===== src/rtl/ser_pkg.sv =====
package ser_pkg;

    localparam int SER_DATA_W = 8;

    typedef enum logic {
        ORD_MSB = 1'b0,
        ORD_LSB = 1'b1
    } ser_order_e;

    typedef struct packed {
        logic load_go;
        logic shift_go;
    } ser_grant_t;

endpackage


===== src/rtl/ser_arbiter.sv =====
module ser_arbiter
    import ser_pkg::*;
#(
    parameter int STEP_W = 2
) (
    input  logic       clk,
    input  logic       rst,
    input  logic       load_i,
    input  logic       shift_i,
    input  logic       stall_i,
    output ser_grant_t grant_o,
    output logic       busy_o
);
    localparam int STEPS = SER_DATA_W / STEP_W;
    localparam int CNT_W = $clog2(STEPS + 1);

    logic [CNT_W-1:0] cnt_q;
    logic             busy;

    assign busy = (cnt_q != '0);

    always_comb begin
        grant_o.load_go  = load_i && !stall_i && !busy;
        grant_o.shift_go = shift_i && !stall_i && busy && !grant_o.load_go;
    end

    always_ff @(posedge clk) begin
        if (rst) begin
            cnt_q <= '0;
        end else if (grant_o.load_go) begin
            cnt_q <= CNT_W'(STEPS);
        end else if (grant_o.shift_go) begin
            cnt_q <= cnt_q - 1'b1;
        end
    end

    assign busy_o = busy;

    AST_LOAD_ARMS_COUNT: assert property (@(posedge clk) disable iff (rst)
        grant_o.load_go |=> (cnt_q == CNT_W'(STEPS)));
    AST_STALL_FREEZES_COUNT: assert property (@(posedge clk) disable iff (rst)
        stall_i |=> $stable(cnt_q));
    AST_IDLE_SHIFT_NOP: assert property (@(posedge clk) disable iff (rst)
        (!busy && shift_i && !load_i) |=> (cnt_q == '0));
    AST_BUSY_REFUSES_LOAD: assert property (@(posedge clk) disable iff (rst)
        (busy && load_i && !shift_i) |=> $stable(cnt_q));

endmodule


===== src/rtl/ser_shreg.sv =====
module ser_shreg
    import ser_pkg::*;
#(
    parameter int STEP_W          = 2,
    parameter bit FILL_FROM_INPUT = 1'b1
) (
    input  logic              clk,
    input  logic              rst,
    input  ser_grant_t        grant_i,
    input  logic [7:0]        data_i,
    input  logic              lsb_first_i,
    input  logic [STEP_W-1:0] ser_in_i,
    output logic [STEP_W-1:0] ser_o
);
    localparam int DW = SER_DATA_W;

    logic [DW-1:0]     word_q, word_d;
    ser_order_e        order_q, order_d;
    logic [STEP_W-1:0] fill;

    generate
        if (FILL_FROM_INPUT) begin : g_fill_in
            assign fill = ser_in_i;
        end else begin : g_fill_zero
            logic unused_fill;
            assign unused_fill = ^ser_in_i;
            assign fill = '0;
        end
    endgenerate

    always_comb begin
        word_d  = word_q;
        order_d = order_q;
        if (grant_i.load_go) begin
            word_d  = data_i;
            order_d = lsb_first_i ? ORD_LSB : ORD_MSB;
        end else if (grant_i.shift_go) begin
            if (order_q == ORD_LSB) begin
                word_d = {fill, word_q[DW-1:STEP_W]};
            end else begin
                word_d = {word_q[DW-STEP_W-1:0], fill};
            end
        end
    end

    always_ff @(posedge clk) begin
        if (rst) begin
            word_q  <= '0;
            order_q <= ORD_MSB;
        end else begin
            word_q  <= word_d;
            order_q <= order_d;
        end
    end

    assign ser_o = (order_q == ORD_LSB) ? word_q[STEP_W-1:0] : word_q[DW-1 -: STEP_W];

    AST_WORD_HOLDS_WITHOUT_GRANT: assert property (@(posedge clk) disable iff (rst)
        (!grant_i.load_go && !grant_i.shift_go) |=> ($stable(word_q) && $stable(order_q)));
    AST_ORDER_KEPT_ON_SHIFT: assert property (@(posedge clk) disable iff (rst)
        grant_i.shift_go |=> $stable(order_q));
    AST_LOAD_CAPTURES_WORD: assert property (@(posedge clk) disable iff (rst)
        grant_i.load_go |=> (word_q == $past(data_i)));

endmodule


===== src/rtl/word_serializer.sv =====
module word_serializer
    import ser_pkg::*;
#(
    parameter int STEP_W          = 2,
    parameter bit FILL_FROM_INPUT = 1'b1
) (
    input  logic              clk,
    input  logic              rst,
    input  logic              load_i,
    input  logic [7:0]        data_i,
    input  logic              shift_i,
    input  logic              lsb_first_i,
    input  logic              stall_i,
    input  logic [STEP_W-1:0] ser_in_i,
    output logic [STEP_W-1:0] ser_o,
    output logic              busy_o,
    output logic              valid_o
);
    ser_grant_t grant;

    ser_arbiter #(.STEP_W(STEP_W)) arb_i (
        .clk     (clk),
        .rst     (rst),
        .load_i  (load_i),
        .shift_i (shift_i),
        .stall_i (stall_i),
        .grant_o (grant),
        .busy_o  (busy_o)
    );

    ser_shreg #(.STEP_W(STEP_W), .FILL_FROM_INPUT(FILL_FROM_INPUT)) shreg_i (
        .clk         (clk),
        .rst         (rst),
        .grant_i     (grant),
        .data_i      (data_i),
        .lsb_first_i (lsb_first_i),
        .ser_in_i    (ser_in_i),
        .ser_o       (ser_o)
    );

    assign valid_o = grant.shift_go;

    AST_VALID_NEEDS_BUSY: assert property (@(posedge clk) disable iff (rst)
        valid_o |-> (busy_o && shift_i && !stall_i));
    AST_STALL_HOLDS_OUTPUT: assert property (@(posedge clk) disable iff (rst)
        stall_i |=> ($stable(ser_o) && $stable(busy_o)));
    AST_LOAD_PRIORITY: assert property (@(posedge clk) disable iff (rst)
        (!busy_o && load_i && shift_i && !stall_i) |=> busy_o);

endmodule


===== config.mk =====
export PLATFORM = sky130hd
export DESIGN_NAME = word_serializer
export DESIGN_NICKNAME = d
export VERILOG_FILES = /design/src/rtl/ser_pkg.sv /design/src/rtl/ser_arbiter.sv /design/src/rtl/ser_shreg.sv /design/src/rtl/word_serializer.sv
export SDC_FILE = /design/constraint.sdc
export NUM_CORES = 1
export LEC_CHECK = 0
export BUFFER_PORTS_ARGS = -buffer_cell sky130_fd_sc_hd__buf_2
export CORE_MARGIN = 2
export CORE_UTILIZATION = 43
export CTS_BUF_LIST = sky130_fd_sc_hd__clkbuf_16
export DETAILED_ROUTE_END_ITERATION = 10
export PLACE_DENSITY = 0.69
export SLEW_MARGIN = 10
export SYNTH_ARGS = -nofsm -noshare
export SYNTH_HDL_FRONTEND = slang
export SYNTH_SLANG_ARGS = --single-unit
export TNS_END_PERCENT = 100

===== constraint.sdc =====
create_clock -name clk -period 1.7 [get_ports clk]
set_input_delay 0.17 -clock clk [delete_from_list [all_inputs] [get_ports clk]]
set_output_delay 0.17 -clock clk [all_outputs]
set_load 0.1 [all_outputs]

==> summary.txt <==
Outcome
  – Status: complete, no violations

Setup path
  – Worst Path Arrival: 1.42 ns
  – Worst reg2reg endpoint: shreg_i.word_q[1]
  – Startpoint types: flop
  – Reg-to-Reg Start: arb_i.cnt_q[0]
  – Critical Setup Path Class: reg2out
  – R2R depth: 8
  – CP max FO: 4
  – Top cell by count, worst path: ha_4
  – Req. time, crit path: 1.53 ns
  – Worst R2R Setup Slack: 0.17 ns
  – CP bufs+invs: 3
  – CP Cell Sequence: inv_2 > ha_4 > ha_4 > nor3b_4 > buf_6 > buf_12
  – Crit path max-delay cell type: dfxtp_2
  – CP endpoint kind: output pin
  – CP top delay family: flip-flops
  – Max stage delay on crit path: 0.34 ns

Yosys
  – Avg Synthesized Cell Area: 10.7 µm²
  – Top cell type's share of synthesized area: 36.1%
  – Commonest cells post-synth: 12 x dfxtp_1, 10 x mux2_2, 8 x mux2i_1
  – Cells after synthesis: 62
  – Cell with the most instances after synthesis: dfxtp_1
  – Asr flop ratio synth: 0%
  – Synth top area cells: dfxtp_1 36%, mux2_2 17%, mux2i_1 12%
  – Ys flop type: dfxtp_1
  – Number of flops mapped to enable cells by yosys: 0
  – Most area-hungry cell type in the Yosys netlist: dfxtp_1
  – Register bit total from synthesis: 12
  – Mapped Area: 666 µm²
  – Synth unique cells: 20
  – Ys Warns: 0
  – Seq/Total Area, Yosys: 36.1%
  – Net Count, Synth: 80

Clock network
  – Clock Path Buffers: 2
  – Clk slew on worst S/H paths: 0.05 ns
  – TritonCTS Buffers: 3
  – Clock Latency Late Sink: 0.24 ns
  – Clock sinks: 12
  – CTS root buffer: clkbuf_16
  – CTS tree: built
  – Max H-tree Level: 1

STA
  – F_max: 627 MHz
  – Hold Vio Cnt, Final: 0
  – Max Slew Vio Count: 0
  – Final worst slack: 0.106 ns
  – Hold WS: 0.160 ns
  – Final min period: 1.59 ns
  – Final Setup Violations: 0
  – Slew HR: 68.0%
  – RSZ-0062 raised after global routing: no
  – Final worst path period share: 93.8%
  – Clock skew: 0.00530 ns
  – Slew @ Worst Pin: 0.484 ns

Global route
  – Largest net degree at the start of global routing: 12
  – Initial antenna violation count: 0
  – Global-route wire length before repair: 2.21 mm
  – GR Overflow Total: 0
  – GRT Total Usage: 16.5%
  – Number of global-route vias before repair: 536

Routing
  – Initial DRC Count: 7
  – DRT Pass-1 Iters: 4
  – Routed WL: 1.32 mm
  – Via count: 544
  – Drt wl/cell: 12.9 µm
  – Vias per cell: 5.28
  – # DRC: 0
  – DRT antenna net count: 0

Pwr
  – Psw: 275 µW
  – Power density over the cells: 1050 nW/µm²
  – Leakage power total: 0.000421 µW
  – Flop pwr share: 32.3%
  – Internal power: 712 µW
  – Power share of the clock group: 43.2%
  – Worst vdd ir: 0.520 mV
  – Sw Ratio: 27.9%
  – Gate power share: 24.5%

Die
  – Die ar.: 1880 µm²
  – Die height: 43.3 µm
  – Core area: 1470 µm²
  – Rows: 14
  – Starting Density: 45.2%
  – IO Pins: 20
  – Die width: 43.3 µm

Final layout
  – Fin util: 63.7%
  – Register area: 244 µm²
  – Share of post-route cells with drive strength above 1: 54.0%
  – Area delta synth->final: 40.8%
  – Post-route cell area: 937 µm²
  – Fillers: 144
  – # diodes: 0
  – Final #Nets: 106
  – Multi-input logic area: 435 µm²

Hold path
  – Hold EP: shreg_i.order_q
  – Hold path start: lsb_first_i
  – Worst Hold Path Cells: 3
  – Min-delay worst type: in2reg

Place
  – Hpwl dp: 1.01 mm
  – RePlAce Congestion: 0.688
  – PortBufs: 19
  – DP Area: 838 µm²
  – Post-place setup slack: 0.184 ns

Job
  – Max Cap Viol: 0
==> worst reg2reg max path, delay by kind of cell, from the launching register on <==
kind | cells | cell delay [ns]
adder cells (fa/ha/maj) | 2 | 0.28
flip-flops | 1 | 0.33
AO/OA/AOI/OAI | 1 | 0.16
buffers and inverters | 3 | 0.34
AND/OR/NAND/NOR | 2 | 0.35
==> cell type report <==
cell class | count | area share [%]
Multi-Input combinational cell | 44 | 46.5
Sequential cell | 12 | 26.0
Timing Repair Buffer | 23 | 15.4
Clock buffer | 3 | 8.01
Tap cell | 16 | 2.14
Inverter | 4 | 1.60
Clock inverter | 1 | 0.401
==> flip-flops by register name, summed over array words and instances (netlist names) <==
signal           count
arb_i.cnt_q          3
shreg_i.order_q      1
shreg_i.word_q       8
==> per-layer routing <==
| layer | share of wire, % | vias up | routed length (µm) | track usage, % |
|---|---|---|---|---|
| met1 | 46 | 247 | 611 | 19.0 |
| met5 | 0 | - | 0 | 0 |
| met2 | 48 | 13 | 642 | 28.1 |
| met4 | 0.68 | 0 | 9 | 9.09 |
| met3 | 4.6 | 2 | 61 | 3.75 |
| li1 | - | 282 | - | - |
==> cells in the final DEF, fill, tap and decap left out, types with 3 or more instances in the layout <==
cell type,instances
buf_2,18
buf_4,3
clkbuf_16,3
dfxtp_1,9
dfxtp_2,3
mux2_2,10
mux2i_1,8
o2bb2ai_1,7
==> logic make-up (layout without fill, tap and decap cells) <==
logic type | after synthesis | after routing | share of synthesized area (%)
XOR/XNOR | 1 | 1 | 1.32
AND/OR/NAND/NOR | 11 | 11 | 12.0
flip-flops | 12 | 12 | 36.1
AO/OA/AOI/OAI | 12 | 12 | 14.1
adder cells (fa/ha/maj) | 2 | 2 | 3.76
multiplexers | 18 | 18 | 28.9
buffers and inverters | 6 | 31 | 3.76
==> worst max path at each step <==
stage	startpoint	to	slack, ns	cells after the start
global route	arb_i.cnt_q[0]	valid_o	0.06	6
CTS	arb_i.cnt_q[0]	valid_o	0.001	6
global placement	arb_i.cnt_q[0]	shreg_i.word_q[4]	0.23	6
floorplan	arb_i.cnt_q[0]	shreg_i.word_q[3]	-0.49	6
detailed placement	arb_i.cnt_q[0]	shreg_i.word_q[1]	0.18	6
finish	arb_i.cnt_q[0]	valid_o	0.11	6
==> metrics by stage <==
| stage | instances | setup TNS [ns] | power [µW] |
|---|---|---|---|
| global placement | 97 | 0 | 556 |
| global route | 103 | 0 | 1040 |
| floorplan | 62 | -5.30 | 502 |
| detailed placement | 97 | 0 | 560 |
| finish | 103 | 0 | 986 |
| CTS | 101 | 0 | 991 |
==> power by group through the flow <==
stage               sequential (µW)  clock [µW]  combinational [µW]
floorplan                       315           0                 186
global placement                323           0                 233
detailed placement              323           0                 237
CTS                             318         434                 238
global route                    321         453                 260
finish                          319         427                 241
==> what timing repair did <==
| action | 4_1_cts | 5_1_grt |
|---|---|---|
| setup endpoints to repair | 0 | 3 |
| buffers inserted | 0 | 2 |
| endpoints found under the hold margin | 0 | 0 |
| resized for setup | 0 | 2 |
| hold buffers | 0 | 0 |
Power figures use the tool's default switching activity.
